===== config.mk =====
export PLATFORM = sky130hd
export DESIGN_NAME = i2c_irq_ctrl
export DESIGN_NICKNAME = d
export VERILOG_FILES = /design/src/rtl/i2c_irq_pkg.sv /design/src/rtl/i2c_flag_cell.sv /design/src/rtl/i2c_clear_decode.sv /design/src/rtl/i2c_irq_merge.sv /design/src/rtl/i2c_irq_ctrl.sv
export SDC_FILE = /design/constraint.sdc
export NUM_CORES = 1
export LEC_CHECK = 0
export BUFFER_PORTS_ARGS = -buffer_cell sky130_fd_sc_hd__clkbuf_2
export CAP_MARGIN = 20
export CORE_ASPECT_RATIO = 1.25
export CORE_MARGIN = 4
export CORE_UTILIZATION = 31
export DETAILED_ROUTE_END_ITERATION = 7
export PLACE_DENSITY = 0.75
export RECOVER_POWER = 100
export SLEW_MARGIN = 25
export SYNTH_ARGS = -nofsm -noshare
export SYNTH_HDL_FRONTEND = slang
export SYNTH_SLANG_ARGS = --single-unit
export TNS_END_PERCENT = 1

===== constraint.sdc =====
create_clock -name clk -period 1.3 [get_ports clk]
set_input_delay 0.26 -clock clk [delete_from_list [all_inputs] [get_ports clk]]
set_output_delay 0.26 -clock clk [all_outputs]
set_load 0.005 [all_outputs]

===== src/rtl/i2c_irq_pkg.sv =====
// Package: bit positions, clear-rule kinds and enable mapping shared by the
// interrupt flag controller and its sub-blocks.
package i2c_irq_pkg;

    localparam int NFLAG   = 13;
    localparam int NEN     = 8;
    localparam int CNT_W   = 8;

    localparam int F_RXNE  = 0;
    localparam int F_TXI   = 1;
    localparam int F_STOP  = 2;
    localparam int F_RLD   = 3;
    localparam int F_DONE  = 4;
    localparam int F_ADDR  = 5;
    localparam int F_NACK  = 6;
    localparam int F_ERR0  = 7;   // first of the error bits 7..12

    localparam int EN_ERR  = 7;

    // How a status bit is cleared
    typedef enum logic [2:0] {
        CR_DATA_RD   = 3'd0,
        CR_DATA_WR   = 3'd1,
        CR_RELOAD    = 3'd2,
        CR_STARTSTOP = 3'd3,
        CR_W1C       = 3'd4
    } clr_rule_t;

    // Clear rule chosen per status bit
    function automatic clr_rule_t rule_of(input int idx);
        case (idx)
            F_RXNE:  return CR_DATA_RD;
            F_TXI:   return CR_DATA_WR;
            F_RLD:   return CR_RELOAD;
            F_DONE:  return CR_STARTSTOP;
            default: return CR_W1C;
        endcase
    endfunction

    // Enable index for a status bit: error bits share one enable
    function automatic int en_of(input int idx);
        return (idx >= F_ERR0) ? EN_ERR : idx;
    endfunction

endpackage


===== src/rtl/i2c_flag_cell.sv =====
// One sticky status bit. A set pulse takes priority over a clear in the same
// cycle. Assumes set and clear are single-cycle, synchronous to clk.
module i2c_flag_cell (
    input  logic clk,
    input  logic rst_n,
    input  logic set_i,
    input  logic clr_i,
    output logic flag_o
);

    logic flag_q;

    // Sticky bit update: set wins, otherwise clear, otherwise hold
    always_ff @(posedge clk) begin
        if (!rst_n)
            flag_q <= 1'b0;
        else if (set_i)
            flag_q <= 1'b1;
        else if (clr_i)
            flag_q <= 1'b0;
    end

    assign flag_o = flag_q;

    assert_set_wins_R9: assert property (@(posedge clk) disable iff (!rst_n)
        set_i |=> flag_o);
    assert_clear_drops_R7: assert property (@(posedge clk) disable iff (!rst_n)
        (clr_i && !set_i) |=> !flag_o);
    assert_hold_R11: assert property (@(posedge clk) disable iff (!rst_n)
        (!set_i && !clr_i) |=> $stable(flag_o));

endmodule


===== src/rtl/i2c_clear_decode.sv =====
// Turns register-access strobes into one clear request per status bit,
// following each bit's clear rule. Assumes strobes are single-cycle.
module i2c_clear_decode
    import i2c_irq_pkg::*;
#(
    parameter int N  = NFLAG,
    parameter int CW = CNT_W
) (
    input  logic          clk,
    input  logic          rst_n,
    input  logic          rd_rxdata_i,
    input  logic          wr_txdata_i,
    input  logic          wr_ctrl2_i,
    input  logic [CW-1:0] ctrl2_count_i,
    input  logic          wr_start_i,
    input  logic          wr_stop_i,
    input  logic [N-1:0]  w1c_i,
    output logic [N-1:0]  clr_o
);

    logic          reload_ok;
    logic [N-1:0]  unused_w1c;

    // Reload clear qualifies only with a nonzero byte count
    assign reload_ok = wr_ctrl2_i && (ctrl2_count_i != '0);

    // Pick the clear source of every bit from its rule
    for (genvar k = 0; k < N; k++) begin : g_clr
        localparam clr_rule_t RULE = rule_of(k);
        if (RULE == CR_DATA_RD) begin : g_rd
            assign clr_o[k]      = rd_rxdata_i;
            assign unused_w1c[k] = w1c_i[k];
        end else if (RULE == CR_DATA_WR) begin : g_wr
            assign clr_o[k]      = wr_txdata_i;
            assign unused_w1c[k] = w1c_i[k];
        end else if (RULE == CR_RELOAD) begin : g_rl
            assign clr_o[k]      = reload_ok;
            assign unused_w1c[k] = w1c_i[k];
        end else if (RULE == CR_STARTSTOP) begin : g_ss
            assign clr_o[k]      = wr_start_i | wr_stop_i;
            assign unused_w1c[k] = w1c_i[k];
        end else begin : g_w1c
            assign clr_o[k]      = w1c_i[k];
            assign unused_w1c[k] = 1'b0;
        end
    end

    assert_zero_count_keeps_R5: assert property (@(posedge clk) disable iff (!rst_n)
        (wr_ctrl2_i && ctrl2_count_i == '0) |-> !clr_o[F_RLD]);
    assert_startstop_R6: assert property (@(posedge clk) disable iff (!rst_n)
        (wr_start_i || wr_stop_i) |-> clr_o[F_DONE]);

endmodule


===== src/rtl/i2c_irq_merge.sv =====
// Masks each status bit with its enable and registers the OR as the
// interrupt request. Assumes enables are static relative to one cycle.
module i2c_irq_merge
    import i2c_irq_pkg::*;
#(
    parameter int N  = NFLAG,
    parameter int NE = NEN
) (
    input  logic          clk,
    input  logic          rst_n,
    input  logic [N-1:0]  flags_i,
    input  logic [NE-1:0] en_i,
    output logic          irq_o
);

    logic [N-1:0] masked;
    logic         irq_q;

    // Route each bit through its own or the shared enable
    for (genvar k = 0; k < N; k++) begin : g_mask
        localparam int EI = en_of(k);
        assign masked[k] = flags_i[k] & en_i[EI];
    end

    // Register the combined request
    always_ff @(posedge clk) begin
        if (!rst_n)
            irq_q <= 1'b0;
        else
            irq_q <= |masked;
    end

    assign irq_o = irq_q;

    assert_quiet_when_clear_R10: assert property (@(posedge clk) disable iff (!rst_n)
        (flags_i == '0) |=> !irq_o);
    assert_shared_err_en_R10: assert property (@(posedge clk) disable iff (!rst_n)
        ((|flags_i[N-1:F_ERR0]) && en_i[EN_ERR]) |=> irq_o);

endmodule


===== src/rtl/i2c_irq_ctrl.sv =====
// Top: status bits of an I2C/SMBus controller with per-bit clear side
// effects and a single registered interrupt. Assumes all strobes and event
// pulses are single-cycle and synchronous to clk.
module i2c_irq_ctrl
    import i2c_irq_pkg::*;
(
    input  logic             clk,
    input  logic             rst_n,
    input  logic [NFLAG-1:0] event_i,
    input  logic             rd_rxdata_i,
    input  logic             wr_txdata_i,
    input  logic             wr_ctrl2_i,
    input  logic [CNT_W-1:0] ctrl2_count_i,
    input  logic             wr_start_i,
    input  logic             wr_stop_i,
    input  logic [NFLAG-1:0] w1c_i,
    input  logic [NEN-1:0]   irq_en_i,
    output logic [NFLAG-1:0] flags_o,
    output logic             irq_o
);

    logic [NFLAG-1:0] clr_vec;

    i2c_clear_decode #(.N(NFLAG), .CW(CNT_W)) u_dec (
        .clk           (clk),
        .rst_n         (rst_n),
        .rd_rxdata_i   (rd_rxdata_i),
        .wr_txdata_i   (wr_txdata_i),
        .wr_ctrl2_i    (wr_ctrl2_i),
        .ctrl2_count_i (ctrl2_count_i),
        .wr_start_i    (wr_start_i),
        .wr_stop_i     (wr_stop_i),
        .w1c_i         (w1c_i),
        .clr_o         (clr_vec)
    );

    // One sticky cell per status bit
    for (genvar k = 0; k < NFLAG; k++) begin : g_flag
        i2c_flag_cell u_cell (
            .clk    (clk),
            .rst_n  (rst_n),
            .set_i  (event_i[k]),
            .clr_i  (clr_vec[k]),
            .flag_o (flags_o[k])
        );
    end

    i2c_irq_merge #(.N(NFLAG), .NE(NEN)) u_irq (
        .clk     (clk),
        .rst_n   (rst_n),
        .flags_i (flags_o),
        .en_i    (irq_en_i),
        .irq_o   (irq_o)
    );

    assert_reset_R1: assert property (@(posedge clk)
        !rst_n |=> (flags_o == '0 && !irq_o));
    assert_event_sets_R2: assert property (@(posedge clk) disable iff (!rst_n)
        (event_i != '0) |=> ((flags_o & $past(event_i)) == $past(event_i)));

endmodule


* Word-level counts from Yosys, hierarchy flattened
Cells that the tools add are included.
** Operators by class
- $add $sub $neg :: 0
- Multipliers :: 0
- Div/mod/pow operators :: 0
- Magnitude comparators :: 0
- Eq/ne operators :: 0
- Shifts and indexed selects :: 0
- Multiplexer cells :: 26
- Bitwise logic cells :: 14
- Reductions and logical operators :: 16
** Operator list (number)
- $mux W1 :: 26
- $reduce_bool A2 Y1 :: 13
- $and A1 B1 Y1 :: 13
- $reduce_or A13 Y1 :: 1
- $reduce_bool A8 Y1 :: 1
- $logic_and A1 B1 Y1 :: 1
- $or A1 B1 Y1 :: 1
** Storage, ports and cells
- Register bits :: 14
- Latch bits :: 0
- Bits in writable memories :: 0
- Bits in read-only memories :: 0
- Word-level logic and storage cells :: 70
- Memories :: 0

* Logic depth before layout (Yosys ltp)
- Depth in word-level cells :: 4
- Depth in mapped cells :: 3
- Gate-level depth less buffers :: 3

* Hierarchy
Synthesis repeated with hierarchy kept, for this count alone.
** Unflattened totals
- Cell total of the unflattened synthesis :: 63
- Area, all modules :: 730.7 um^2
** Modules (own cells, without submodules)
- i2c_flag_cell :: times used 13, cells each 3, area an instance 41.3 um^2, sequential area each 20.0 um^2
- i2c_clear_decode :: times used 1, cells each 16, area an instance 116.4 um^2, sequential area each 0.0 um^2
- i2c_irq_merge :: times used 1, cells each 8, area an instance 77.6 um^2, sequential area each 20.0 um^2

* Worst setup path before layout
OpenSTA, ideal clock, no wires.
- Path kind :: reg2reg
- From :: reg g_flag[8].u_cell.flag_q
- To :: reg u_irq.irq_q, in the netlist u_irq.irq_o
- Setup time :: 0.134 ns
- Data arrival time :: 1.078 ns
- Required time :: 1.166 ns
- Slack :: 0.088 ns
- Stages on the path, launching flop included :: 4
- Period minus slack after synthesis :: 1.212 ns
- Cells stage by stage :: dfxtp_1 or4_4 o31ai_2 a31oi_1
** Between the ends
- Cells in the longest elaborated chain, start to end :: 2
** Ends and longest elaborated chain
- from (decl) :: RTL line i2c_flag_cell.sv:11 : logic flag_q;
- from (signal assigned) :: RTL line i2c_flag_cell.sv:16 : flag_q <= 1'b0;
- from (signal assigned) :: RTL line i2c_flag_cell.sv:18 : flag_q <= 1'b1;
- from (signal assigned) :: RTL line i2c_flag_cell.sv:20 : flag_q <= 1'b0;
- $and A1 B1 Y1 :: RTL line i2c_irq_merge.sv:22 : assign masked[k] = flags_i[k] & en_i[EI];
- $reduce_or A13 Y1 :: RTL line i2c_irq_merge.sv:30 : irq_q <= |masked;
- to (signal assigned) :: RTL line i2c_irq_merge.sv:30
- to (decl) :: RTL line i2c_irq_merge.sv:17 : logic irq_q;
Every way passes these cells.
A chain may end at the register's enable or synchronous reset.

* Worst setup path after layout
Ends and elaborated chain as after synthesis.

==> results.sh <==
export IMPL_p_leak_nw=0.4818
export IMPL_drc=0
export IMPL_wl_mm=1.531
export IMPL_rsz0062_at_grt="yes"
export IMPL_path_class="flip-flop to flip-flop"
export IMPL_swShare_pct=24.07
export IMPL_io_pins=63
export IMPL_overflow=0
export IMPL_core_area_um2=1851
export IMPL_layout_nets=175
export IMPL_syn_nets=126
export IMPL_grt_pass1_wl_mm=2.063
export IMPL_r2r_end="u_irq.irq_o"
export IMPL_powerDensity_nw_per_um2=1013
export IMPL_final_cell_mix="clkbuf_2, nor2_1, dfxtp_1"
export IMPL_grt_usage_pct=10.49
export IMPL_synth_warnings=0
export IMPL_p_seq_share_pct=55.5
export IMPL_placed_area_um2=838.3
export IMPL_fmax_mhz=793.3
export IMPL_net_switching_power_w=0.0002077
export IMPL_ys_async_sr_fraction_pct=0
export IMPL_die_w_um=48.18
export IMPL_netlist_top_cells_area="dfxtp_1, buf_4, a21oi_1"
export IMPL_synth_area_um2=625.6
export IMPL_final_area_um2=852.1
export IMPL_met1Wirelength_um=542
export IMPL_antenna_found_initial=0
export IMPL_yosysTopAreaCell="dfxtp_1"
export IMPL_grt_max_degree=14
export IMPL_maxSlewViolCount=0
export IMPL_slowest_delay_ns=0.52
export IMPL_ir_worst_vdd_mv=0.2945
export IMPL_crit_fanout=3
export IMPL_internal_power_w=0.0006552
export IMPL_finalNonFillerCells=143
export IMPL_yosysSeqAreaShare_pct=44.80
export IMPL_path_cells="or4_4, o31ai_2, a31oi_1"
export IMPL_timing_final_crit_share_pct=96.97
export IMPL_pwr_share_comb_pct=17.4
export IMPL_outcome="complete, no violations"
export IMPL_die_y_um=58.23
export IMPL_wl_per_cell_um=10.71
export IMPL_mostFrequentLayoutCell="clkbuf_2"
export IMPL_worstPathRequired_ns=1.44
export IMPL_power_total_w=0.0008629
export IMPL_fin_skew_ns=0.002952
export IMPL_gp_congestion=0.5901
export IMPL_cts_tree="done"
export IMPL_cts_root_buf="clkbuf_4"
export IMPL_min_path_type="input port to flip-flop"
export IMPL_hpwl_mm=1.364
export IMPL_vias=627
export IMPL_slowest_stage="or4_4"
export IMPL_layout_min_cycle_time_ns=1.261
export IMPL_pwr_share_clk_pct=27.2
export IMPL_wl_met3_um=233
export IMPL_critical_path_startpoint_type="flip-flop"
export IMPL_drtAntennaViolNets=0
export IMPL_dpl_cell_count=140
export IMPL_first_iter_violations=4
export IMPL_cts_buffers_inserted=3
export IMPL_holdPathEnd="g_flag[5].u_cell.flag_o"
export IMPL_tightest_slew_ns=0.3332
export IMPL_clk_latency_ns=0.27
export IMPL_detailroute_wirelength_met2_um=737
export IMPL_vias_per_cell=4.385
export IMPL_area_growth_pct=36.20
export IMPL_diodes=0
export IMPL_rows=17
export IMPL_drv_cap=0
export IMPL_htreeDepth=1
export IMPL_design_die_area_um2=2805
export IMPL_critPathBufInv=0
export IMPL_hold_viol_final=0
export IMPL_r2r_cells=3
export IMPL_synth_edf_count=0
export IMPL_endpoint_kind="flip-flop"
export IMPL_crit_cells=3
export IMPL_dr_pass1_iters=4
export IMPL_ys_flop_type="dfxtp_1"
export IMPL_worstHoldStart="event_i[5]"
export IMPL_critPathTopFamily="simple AND/OR/NAND/NOR gates"
export IMPL_cts_hold_buf=0
export IMPL_portBuffers=58
export IMPL_yosysTopAreaCellShare_pct=44.80
export IMPL_whs_path_depth=3
export IMPL_rr_startpoint="g_flag[8].u_cell.flag_o"
export IMPL_yosys_register_bits=14
export IMPL_reg2reg_slack_ns=0.04
export IMPL_syn_avg_cell_area_um2=8.125
export IMPL_maxSlewHeadroom_pct=77.79
export IMPL_cts_sinks=14
export IMPL_cts_clk_slew_worst_paths_ns=0.08
export IMPL_top_layer="met4"
export IMPL_grt_pass1_vias=541
export IMPL_fin_setup_tns_ns=0
export IMPL_setup_viol=0
export IMPL_start_util_pct=33.81
export IMPL_arrival_ns=1.41
export IMPL_clk_path_buf_depth=2
export IMPL_synthDistinctLibCells=17
export IMPL_drive_above_1_share_pct=45.97
export IMPL_syn_inst=77
[cell usage after synthesis, types with 2 or more instances]
cell	n
nor4_1	2
buf_4	13
a21oi_1	12
nand2_1	2
nor2_1	13
dfxtp_1	14
inv_1	11
[kinds of logic (layout without fill, tap and decap cells)]
kind of cell / Yosys count / in the layout / share of synthesized area, %
AND/OR/NAND/NOR: 18 / 18 / 12.80
AO/OA/AOI/OAI: 19 / 19 / 19.00
buffers and inverters: 26 / 73 / 23.40
flip-flops: 14 / 14 / 44.80
[layer usage]
| layer | vias to the layer above | global-route usage (%) |
|---|---|---|
| met5 | - | 0 |
| met4 | 0 | 6.923 |
| met3 | 2 | 2.174 |
| met2 | 40 | 18.47 |
| met1 | 252 | 10.11 |
| li1 | 333 | - |
[worst register-to-register path, delay by kind of cell, from the launching register on]
family | cells | cell delay [ns]
simple gates | 1 | 0.52
flops | 1 | 0.33
compound gates | 2 | 0.28
[power groups by stage]
| stage | registers [W] | logic, W | clock network (W) |
|---|---|---|---|
| after global routing | 0.000483 | 0.000171 | 0.000259 |
| final | 0.000479 | 0.000150 | 0.000234 |
| after detailed placement | 0.000489 | 0.000158 | 0 |
| after floorplan | 0.000485 | 0.0000916 | 0 |
| after global placement | 0.000487 | 0.000155 | 0 |
| after CTS | 0.000479 | 0.000159 | 0.000248 |
[worst max-delay path by stage]
stage / start / end / slack [ns]
after floorplan: g_flag[8].u_cell.flag_o / u_irq.irq_o / 0.09
after global placement: g_flag[8].u_cell.flag_o / u_irq.irq_o / 0.06
after detailed placement: g_flag[8].u_cell.flag_o / u_irq.irq_o / 0.03
after CTS: g_flag[8].u_cell.flag_o / u_irq.irq_o / 0.02
after global routing: g_flag[8].u_cell.flag_o / u_irq.irq_o / -0.02
final: g_flag[8].u_cell.flag_o / u_irq.irq_o / 0.04
[timing repair]
action,4_1_cts,5_1_grt
endpoints found under the setup margin,0,1
gates resized for setup,0,1
setup buffers,0,0
[stage by stage]
| step | utilization [%] | hold slack (ns) | setup WS (ns) |
|---|---|---|---|
| 3_5_place_dp | 45.30 | 0.4638 | 0.03149 |
| 5_1_grt | 46.04 | 0.1985 | -0.02058 |
| 3_3_place_gp | 45.30 | 0.4562 | 0.05812 |
| 4_1_cts | 46.52 | 0.1864 | 0.02482 |
| 2_1_floorplan | - | 0.3746 | 0.08793 |
| 6_report | 46.04 | 0.1934 | 0.03941 |
[cell type report]
| class | instances | area, um^2 |
|---|---|---|
| Multi-Input combinational cell | 37 | 198.9 |
| Clock buffer | 3 | 22.52 |
| Inverter | 12 | 45.04 |
| Tap cell | 19 | 23.77 |
| Timing Repair Buffer | 58 | 280.3 |
| Fill cell | 199 | 998.5 |
| Sequential cell | 14 | 281.5 |
[state kept, by name, indices dropped and copies added, names as in the netlist]
name,cells
g_flag.u_cell.flag_o,13
u_irq.irq_o,1
(Power assumes the default switching activity.)
